`src/rtl/div_pkg.sv`:
```
package div_pkg;
    typedef enum logic [1:0] {
        ST_IDLE = 2'd0,
        ST_RUN  = 2'd1,
        ST_FIX  = 2'd2
    } div_state_e;
endpackage

```
`src/rtl/div_prep.sv`:
```
// Operand conditioning: magnitudes, result signs and zero-divisor detect.
module div_prep #(
    parameter int W = 32
) (
    input  logic         signed_i,
    input  logic [W-1:0] dividend_i,
    input  logic [W-1:0] divisor_i,
    output logic [W-1:0] mag_dvd_o,
    output logic [W-1:0] mag_dsr_o,
    output logic         neg_quo_o,
    output logic         neg_rem_o,
    output logic         dsr_zero_o
);
    logic dvd_neg, dsr_neg;

    always_comb begin
        dvd_neg    = signed_i & dividend_i[W-1];
        dsr_neg    = signed_i & divisor_i[W-1];
        mag_dvd_o  = dvd_neg ? (~dividend_i + 1'b1) : dividend_i;
        mag_dsr_o  = dsr_neg ? (~divisor_i + 1'b1) : divisor_i;
        neg_quo_o  = dvd_neg ^ dsr_neg;
        neg_rem_o  = dvd_neg;
        dsr_zero_o = (divisor_i == '0);
    end
endmodule

```
`src/rtl/div_step.sv`:
```
// One restoring iteration: shift in a dividend bit, trial-subtract, restore on borrow.
module div_step #(
    parameter int W = 32
) (
    input  logic [W-1:0] rem_i,
    input  logic [W-1:0] quo_i,
    input  logic [W-1:0] dsr_i,
    output logic [W-1:0] rem_o,
    output logic [W-1:0] quo_o
);
    logic [W:0] shifted;
    logic [W:0] trial;
    logic       qbit;

    always_comb begin
        shifted = {rem_i, quo_i[W-1]};
        trial   = shifted - {1'b0, dsr_i};
        qbit    = ~trial[W];
        rem_o   = qbit ? trial[W-1:0] : shifted[W-1:0];
        quo_o   = {quo_i[W-2:0], qbit};
    end
endmodule

```
`src/rtl/div_fix.sv`:
```
// Sign correction and defined results for a zero divisor.
module div_fix #(
    parameter int W = 32
) (
    input  logic [W-1:0] quo_mag_i,
    input  logic [W-1:0] rem_mag_i,
    input  logic [W-1:0] dvd_raw_i,
    input  logic         neg_quo_i,
    input  logic         neg_rem_i,
    input  logic         dsr_zero_i,
    output logic [W-1:0] quo_o,
    output logic [W-1:0] rem_o
);
    always_comb begin
        if (dsr_zero_i) begin
            quo_o = '1;
            rem_o = dvd_raw_i;
        end else begin
            quo_o = neg_quo_i ? (~quo_mag_i + 1'b1) : quo_mag_i;
            rem_o = neg_rem_i ? (~rem_mag_i + 1'b1) : rem_mag_i;
        end
    end
endmodule

```
`src/rtl/seq_divider.sv`:
```
module seq_divider
    import div_pkg::*;
#(
    parameter int WIDTH = 32
) (
    input  logic             clk,
    input  logic             rst_n,
    input  logic             start_i,
    input  logic             signed_i,
    input  logic [WIDTH-1:0] dividend_i,
    input  logic [WIDTH-1:0] divisor_i,
    output logic             done_o,
    output logic [WIDTH-1:0] quotient_o,
    output logic [WIDTH-1:0] remainder_o
);
    localparam int CW = (WIDTH > 2) ? $clog2(WIDTH) : 1;
    localparam logic [CW-1:0] LAST_ITER = CW'(WIDTH - 1);

    div_state_e state_q, state_d;

    logic [CW-1:0]    iter_q;
    logic [WIDTH-1:0] rem_q, quo_q, dsr_q, dvd_raw_q;
    logic             neg_quo_q, neg_rem_q, zero_q;

    logic [WIDTH-1:0] mag_dvd, mag_dsr;
    logic             neg_quo, neg_rem, dsr_zero;
    logic [WIDTH-1:0] rem_nx, quo_nx;
    logic [WIDTH-1:0] fix_quo, fix_rem;

    div_prep #(.W(WIDTH)) u_prep (
        .signed_i   (signed_i),
        .dividend_i (dividend_i),
        .divisor_i  (divisor_i),
        .mag_dvd_o  (mag_dvd),
        .mag_dsr_o  (mag_dsr),
        .neg_quo_o  (neg_quo),
        .neg_rem_o  (neg_rem),
        .dsr_zero_o (dsr_zero)
    );

    div_step #(.W(WIDTH)) u_step (
        .rem_i (rem_q),
        .quo_i (quo_q),
        .dsr_i (dsr_q),
        .rem_o (rem_nx),
        .quo_o (quo_nx)
    );

    div_fix #(.W(WIDTH)) u_fix (
        .quo_mag_i  (quo_q),
        .rem_mag_i  (rem_q),
        .dvd_raw_i  (dvd_raw_q),
        .neg_quo_i  (neg_quo_q),
        .neg_rem_i  (neg_rem_q),
        .dsr_zero_i (zero_q),
        .quo_o      (fix_quo),
        .rem_o      (fix_rem)
    );

    // State register
    always_ff @(posedge clk or negedge rst_n) begin
        if (!rst_n) state_q <= ST_IDLE;
        else        state_q <= state_d;
    end

    // Next-state decode
    always_comb begin
        state_d = state_q;
        unique case (state_q)
            ST_IDLE: if (start_i)              state_d = ST_RUN;
            ST_RUN:  if (iter_q == LAST_ITER)  state_d = ST_FIX;
            ST_FIX:                            state_d = ST_IDLE;
            default:                           state_d = ST_IDLE;
        endcase
    end

    // Iteration datapath
    always_ff @(posedge clk or negedge rst_n) begin
        if (!rst_n) begin
            iter_q    <= '0;
            rem_q     <= '0;
            quo_q     <= '0;
            dsr_q     <= '0;
            dvd_raw_q <= '0;
            neg_quo_q <= 1'b0;
            neg_rem_q <= 1'b0;
            zero_q    <= 1'b0;
        end else begin
            unique case (state_q)
                ST_IDLE: begin
                    if (start_i) begin
                        iter_q    <= '0;
                        rem_q     <= '0;
                        quo_q     <= mag_dvd;
                        dsr_q     <= mag_dsr;
                        dvd_raw_q <= dividend_i;
                        neg_quo_q <= neg_quo;
                        neg_rem_q <= neg_rem;
                        zero_q    <= dsr_zero;
                    end
                end
                ST_RUN: begin
                    rem_q  <= rem_nx;
                    quo_q  <= quo_nx;
                    iter_q <= iter_q + 1'b1;
                end
                ST_FIX: ;
                default: ;
            endcase
        end
    end

    // Outputs
    always_ff @(posedge clk or negedge rst_n) begin
        if (!rst_n) begin
            done_o      <= 1'b0;
            quotient_o  <= '0;
            remainder_o <= '0;
        end else begin
            done_o <= (state_q == ST_FIX);
            if (state_q == ST_FIX) begin
                quotient_o  <= fix_quo;
                remainder_o <= fix_rem;
            end
        end
    end
endmodule

```
`config.mk`:
```
export PLATFORM = sky130hd
export DESIGN_NAME = seq_divider
export DESIGN_NICKNAME = d
export VERILOG_FILES = /design/src/rtl/div_pkg.sv /design/src/rtl/div_prep.sv /design/src/rtl/div_step.sv /design/src/rtl/div_fix.sv /design/src/rtl/seq_divider.sv
export SDC_FILE = /design/constraint.sdc
export NUM_CORES = 1
export LEC_CHECK = 0
export BUFFER_PORTS_ARGS = -buffer_cell sky130_fd_sc_hd__buf_2
export CORE_MARGIN = 5
export CORE_UTILIZATION = 56
export CTS_BUF_LIST = sky130_fd_sc_hd__clkbuf_16
export CTS_CLUSTER_SIZE = 10
export DETAILED_ROUTE_END_ITERATION = 6
export PLACE_DENSITY = 0.78
export SKIP_LAST_GASP = 1
export SLEW_MARGIN = 20
export SYNTH_ARGS = -nofsm -noshare
export SYNTH_HDL_FRONTEND = slang
export SYNTH_SLANG_ARGS = --single-unit
export TNS_END_PERCENT = 1
```
`constraint.sdc`:
```
create_clock -name clk -period 5.8 [get_ports clk]
set_input_delay 1.74 -clock clk [delete_from_list [all_inputs] [get_ports clk]]
set_output_delay 1.74 -clock clk [all_outputs]
set_load 0.005 [all_outputs]
```
==> results by group <==
Global routing
  – Vias in the first global route: 10400
  – Antenna violations before repair: 0
  – Largest net degree at the start of global routing: 104
  – First-pass GRT wire length: 52900 um
  – GRT Total Usage: 0.244
  – GR Overflow Total: 0

Drt
  – DR WL/cell: 17.1 um
  – Antenna-violating nets left: 0
  – Routed vias/inst: 5.85
  – DRC viols: 0
  – Routed wire length: 31500 um
  – Initial DRC count: 921
  – Drt pass-1 iters: 5
  – Vias post-DR: 10800

Yosys
  – Mux contribution to synthesized area: 0.0242
  – Synthesized flop and latch total: 203
  – Simple-gate area share of the yosys netlist: 0.175
  – Synth Area in Adders: 0.0399
  – Post-Syn Nets: 1575
  – Cell taking the most area after synthesis: dfrtp_1
  – Yosys top cell area share: 0.409
  – Syn avg cell area: 8.45 sq um
  – Synthesized cell area: 12400 sq um
  – Primary FF master, synth: dfrtp_1
  – Number of flops mapped to enable cells by yosys: 0
  – Post-synthesis compound-gate area fraction: 0.209
  – Gate Count Post-Synth: 1468
  – Ys async rst share: 1.00
  – Seq/Total Area, Yosys: 0.409
  – Distinct cells, synth: 64
  – Post-Synth XOR/XNOR Area: 0.104
  – Largest cells by area after synthesis: dfrtp_1 41%, nand2_1 7.4%, o21ai_0 7.2%
  – Combinational family with the most area after synthesis: compound AO/OA/AOI/OAI gates
  – YS warnings: 0

Clock tree
  – Worst-case clock buffer depth: 3
  – TritonCTS sink count: 203
  – # Post-CTS Setup Buffers: 0
  – H-tree lvl count: 1
  – Worst-skew pair later-pin latency: 0.51 ns
  – CTS tree: done
  – Clock root buffer: clkbuf_16
  – CTS Hold Bufs: 0
  – CTS clock-pin slew for the worst setup and hold paths: 0.06 ns
  – Num CTS Buffers: 24
  – # resized after CTS: 0

Timing
  – Period utilisation layout: 0.691
  – Slew at the pin closest to its max-slew limit: 1.05 ns
  – Post-route setup TNS: 0 ns
  – Max-slew violations: 0
  – Setup violators final: 0
  – Final Hold Fails: 0
  – RSZ-0062 raised after global routing: no
  – Slew HR: 0.301
  – Setup WS post-layout: 1.79 ns
  – Final critical-path required period: 4.01 ns
  – Max Freq: 250 MHz
  – Clock Skews: 0.0103 ns

Power and ir drop
  – Power share of the clock group: 0.152
  – Comb pwr share: 0.548
  – Worst VDD drop: 0.368 mV
  – Flop pwr share: 0.300
  – Lkg Pwr: 6.49 nW
  – P per Cell Area: 616 nW/um^2
  – Net Sw Power: 3.83 mW
  – Int Pwr: 4.74 mW
  – Sw frac: 0.447

Placed design
  – Place WS: 1.30 ns
  – PortBufs: 132
  – DP HPWL: 23100 um
  – GPL Wtd Cong: 0.938

Floorplan
  – Core area: 21800 sq um
  – Die Y: 159 um
  – Row count: 54
  – DIE AREA: 25200 sq um
  – I/O Pins: 133
  – Initial core utilization: 0.568
  – Die X: 159 um

Final layout
  – Fill count: 1871
  – Nets@finish: 1665
  – Commonest non-fill, non-tap cell in the layout: nand2_1
  – Storage cell area: 5080 sq um
  – Share of cells above drive strength 1: 0.120
  – Antenna diode count: 0
  – Most frequent cells in the layout: 242 x nand2_1, 202 x dfrtp_1, 178 x o21ai_0
  – Layout area overhead: 12.0%
  – Area of the multi-input gates: 6870 sq um

Worst setup path
  – Crit path buf inv count: 1
  – Cell mode on critical path: nor3_1
  – CP max FO: 5
  – Crit-path cells: buf_2, or3_1, nor3_1, nand3_1, nor3_1, nand2_1, o31ai_1, xor2_1, a31oi_1, o22a_1
  – Highest-delay cell along the critical path: nor3_1
  – Critical path's largest stage delay: 0.52 ns
  – Crit. End Element: flip-flop
  – CP arrival: 4.40 ns
  – Critical path class: in -> reg
  – WP data required: 6.20 ns
  – CP Launch Type: primary input
  – CP top delay family: simple AND/OR/NAND/NOR gates

Worst hold path
  – HP Class: reg -> reg

Job
  – MaxCap Viol Count: 0

Status
  – Status: finished, final reports clean
-- per-layer routing --
metal | GRT usage | vias to the layer above | part of all wire
li1 | - | 5317 | -
met1 | 0.342 | 5093 | 0.44
met2 | 0.403 | 322 | 0.48
met3 | 0.0288 | 48 | 0.059
met4 | 0.0630 | 0 | 0.022
met5 | 0 | - | 0
-- cell usage after synthesis, drive strengths merged (4+ instances only) --
| master | number |
|---|---|
| a32oi | 6 |
| nor2b | 7 |
| o41ai | 11 |
| or2 | 6 |
| or3 | 15 |
| dfrtp | 203 |
| a31oi | 7 |
| and2 | 8 |
| and3 | 8 |
| and4 | 4 |
| o21ai | 182 |
| nand4 | 6 |
| xnor2 | 73 |
| ha | 38 |
| o31ai | 23 |
| buf | 9 |
| nor3 | 24 |
| a21o | 22 |
| a22oi | 25 |
| xor2 | 74 |
| nand3 | 17 |
| nor2 | 100 |
| nor4 | 10 |
| nand2b | 17 |
| a21oi | 126 |
| mux2i | 30 |
| clkbuf | 69 |
| o22a | 5 |
| inv | 47 |
| nand2 | 245 |
| or4 | 12 |
| a22o | 5 |
-- cell families after synthesis --
family                   count (synthesis)
buffers and inverters                  127
AND/OR/NAND/NOR                        482
AO/OA/AOI/OAI                          440
adder cells (fa/ha/maj)                 39
XOR/XNOR                               147
multiplexers                            30
flip-flops                             203
-- through the flow --
step | hold WS [ns] | instances | power (mW) | utilization | instance area (sq um)
6_report | 0.473 | 1844 | 8.56 | 0.637 | 13900
5_1_grt | 0.496 | 1844 | 9.27 | 0.637 | 13900
4_1_cts | 0.477 | 1844 | 8.54 | 0.636 | 13900
3_5_place_dp | 0.463 | 1812 | 7.21 | 0.606 | 13200
3_3_place_gp | 0.457 | 1812 | 7.07 | 0.606 | 13200
2_1_floorplan | 0.445 | 1468 | 6.07 | - | 12400
-- state kept, by name (all words and copies together), names as in the netlist --
signal and count:
done_o 1, dsr_q 32, dvd_raw_q 32, iter_q 5, neg_quo_q 1, neg_rem_q 1
quo_q 32, quotient_o 32, rem_q 32, remainder_o 32, state_q 2, zero_q 1
-- layout make-up --
class / instances / area share
Clock buffer: 25 / 0.0450
Clock inverter: 7 / 0.00189
Inverter: 49 / 0.0132
Multi-Input combinational cell: 1138 / 0.494
Sequential cell: 203 / 0.366
Tap cell: 280 / 0.0252
Timing Repair Buffer: 142 / 0.0545
-- tightest hold or removal path, delay by kind of cell, from the launching register on --
family,cells,cell delay (ns)
flip-flops,1,0.34
AO/OA/AOI/OAI,1,0.06
AND/OR/NAND/NOR,1,0.05
-- power groups by stage --
stage                     sequential (mW)  clock (mW)  combinational, mW
after floorplan                      2.31           0               3.75
after global placement               2.54           0               4.53
after detailed placement             2.57           0               4.64
after CTS                            2.55        1.32               4.67
after global routing                 2.65        1.38               5.24
final                                2.57        1.30               4.69
-- worst paths after layout --
| kind | startpoint | endpoint | slack (ns) | cells after the start |
|---|---|---|---|---|
| worst min register to register | dsr_q[4]$_DFFE_PN0P_ | dsr_q[4]$_DFFE_PN0P_ | 0.47 | 2 |
| max in group asynchronous | rst_n | quo_q[18]$_DFFE_PN0P_ | 3.47 | 2 |
| worst max-delay path | dividend_i[4] | quo_q[28]$_DFFE_PN0P_ | 1.79 | 10 |
| min in group asynchronous | rst_n | remainder_o[9]$_DFFE_PN0P_ | 1.30 | 1 |
| worst max register to register | rem_q[4]$_DFFE_PN0P_ | rem_q[1]$_DFFE_PN0P_ | 1.81 | 11 |
| worst min-delay path | dsr_q[4]$_DFFE_PN0P_ | dsr_q[4]$_DFFE_PN0P_ | 0.47 | 2 |
(Power assumes the default switching activity.)
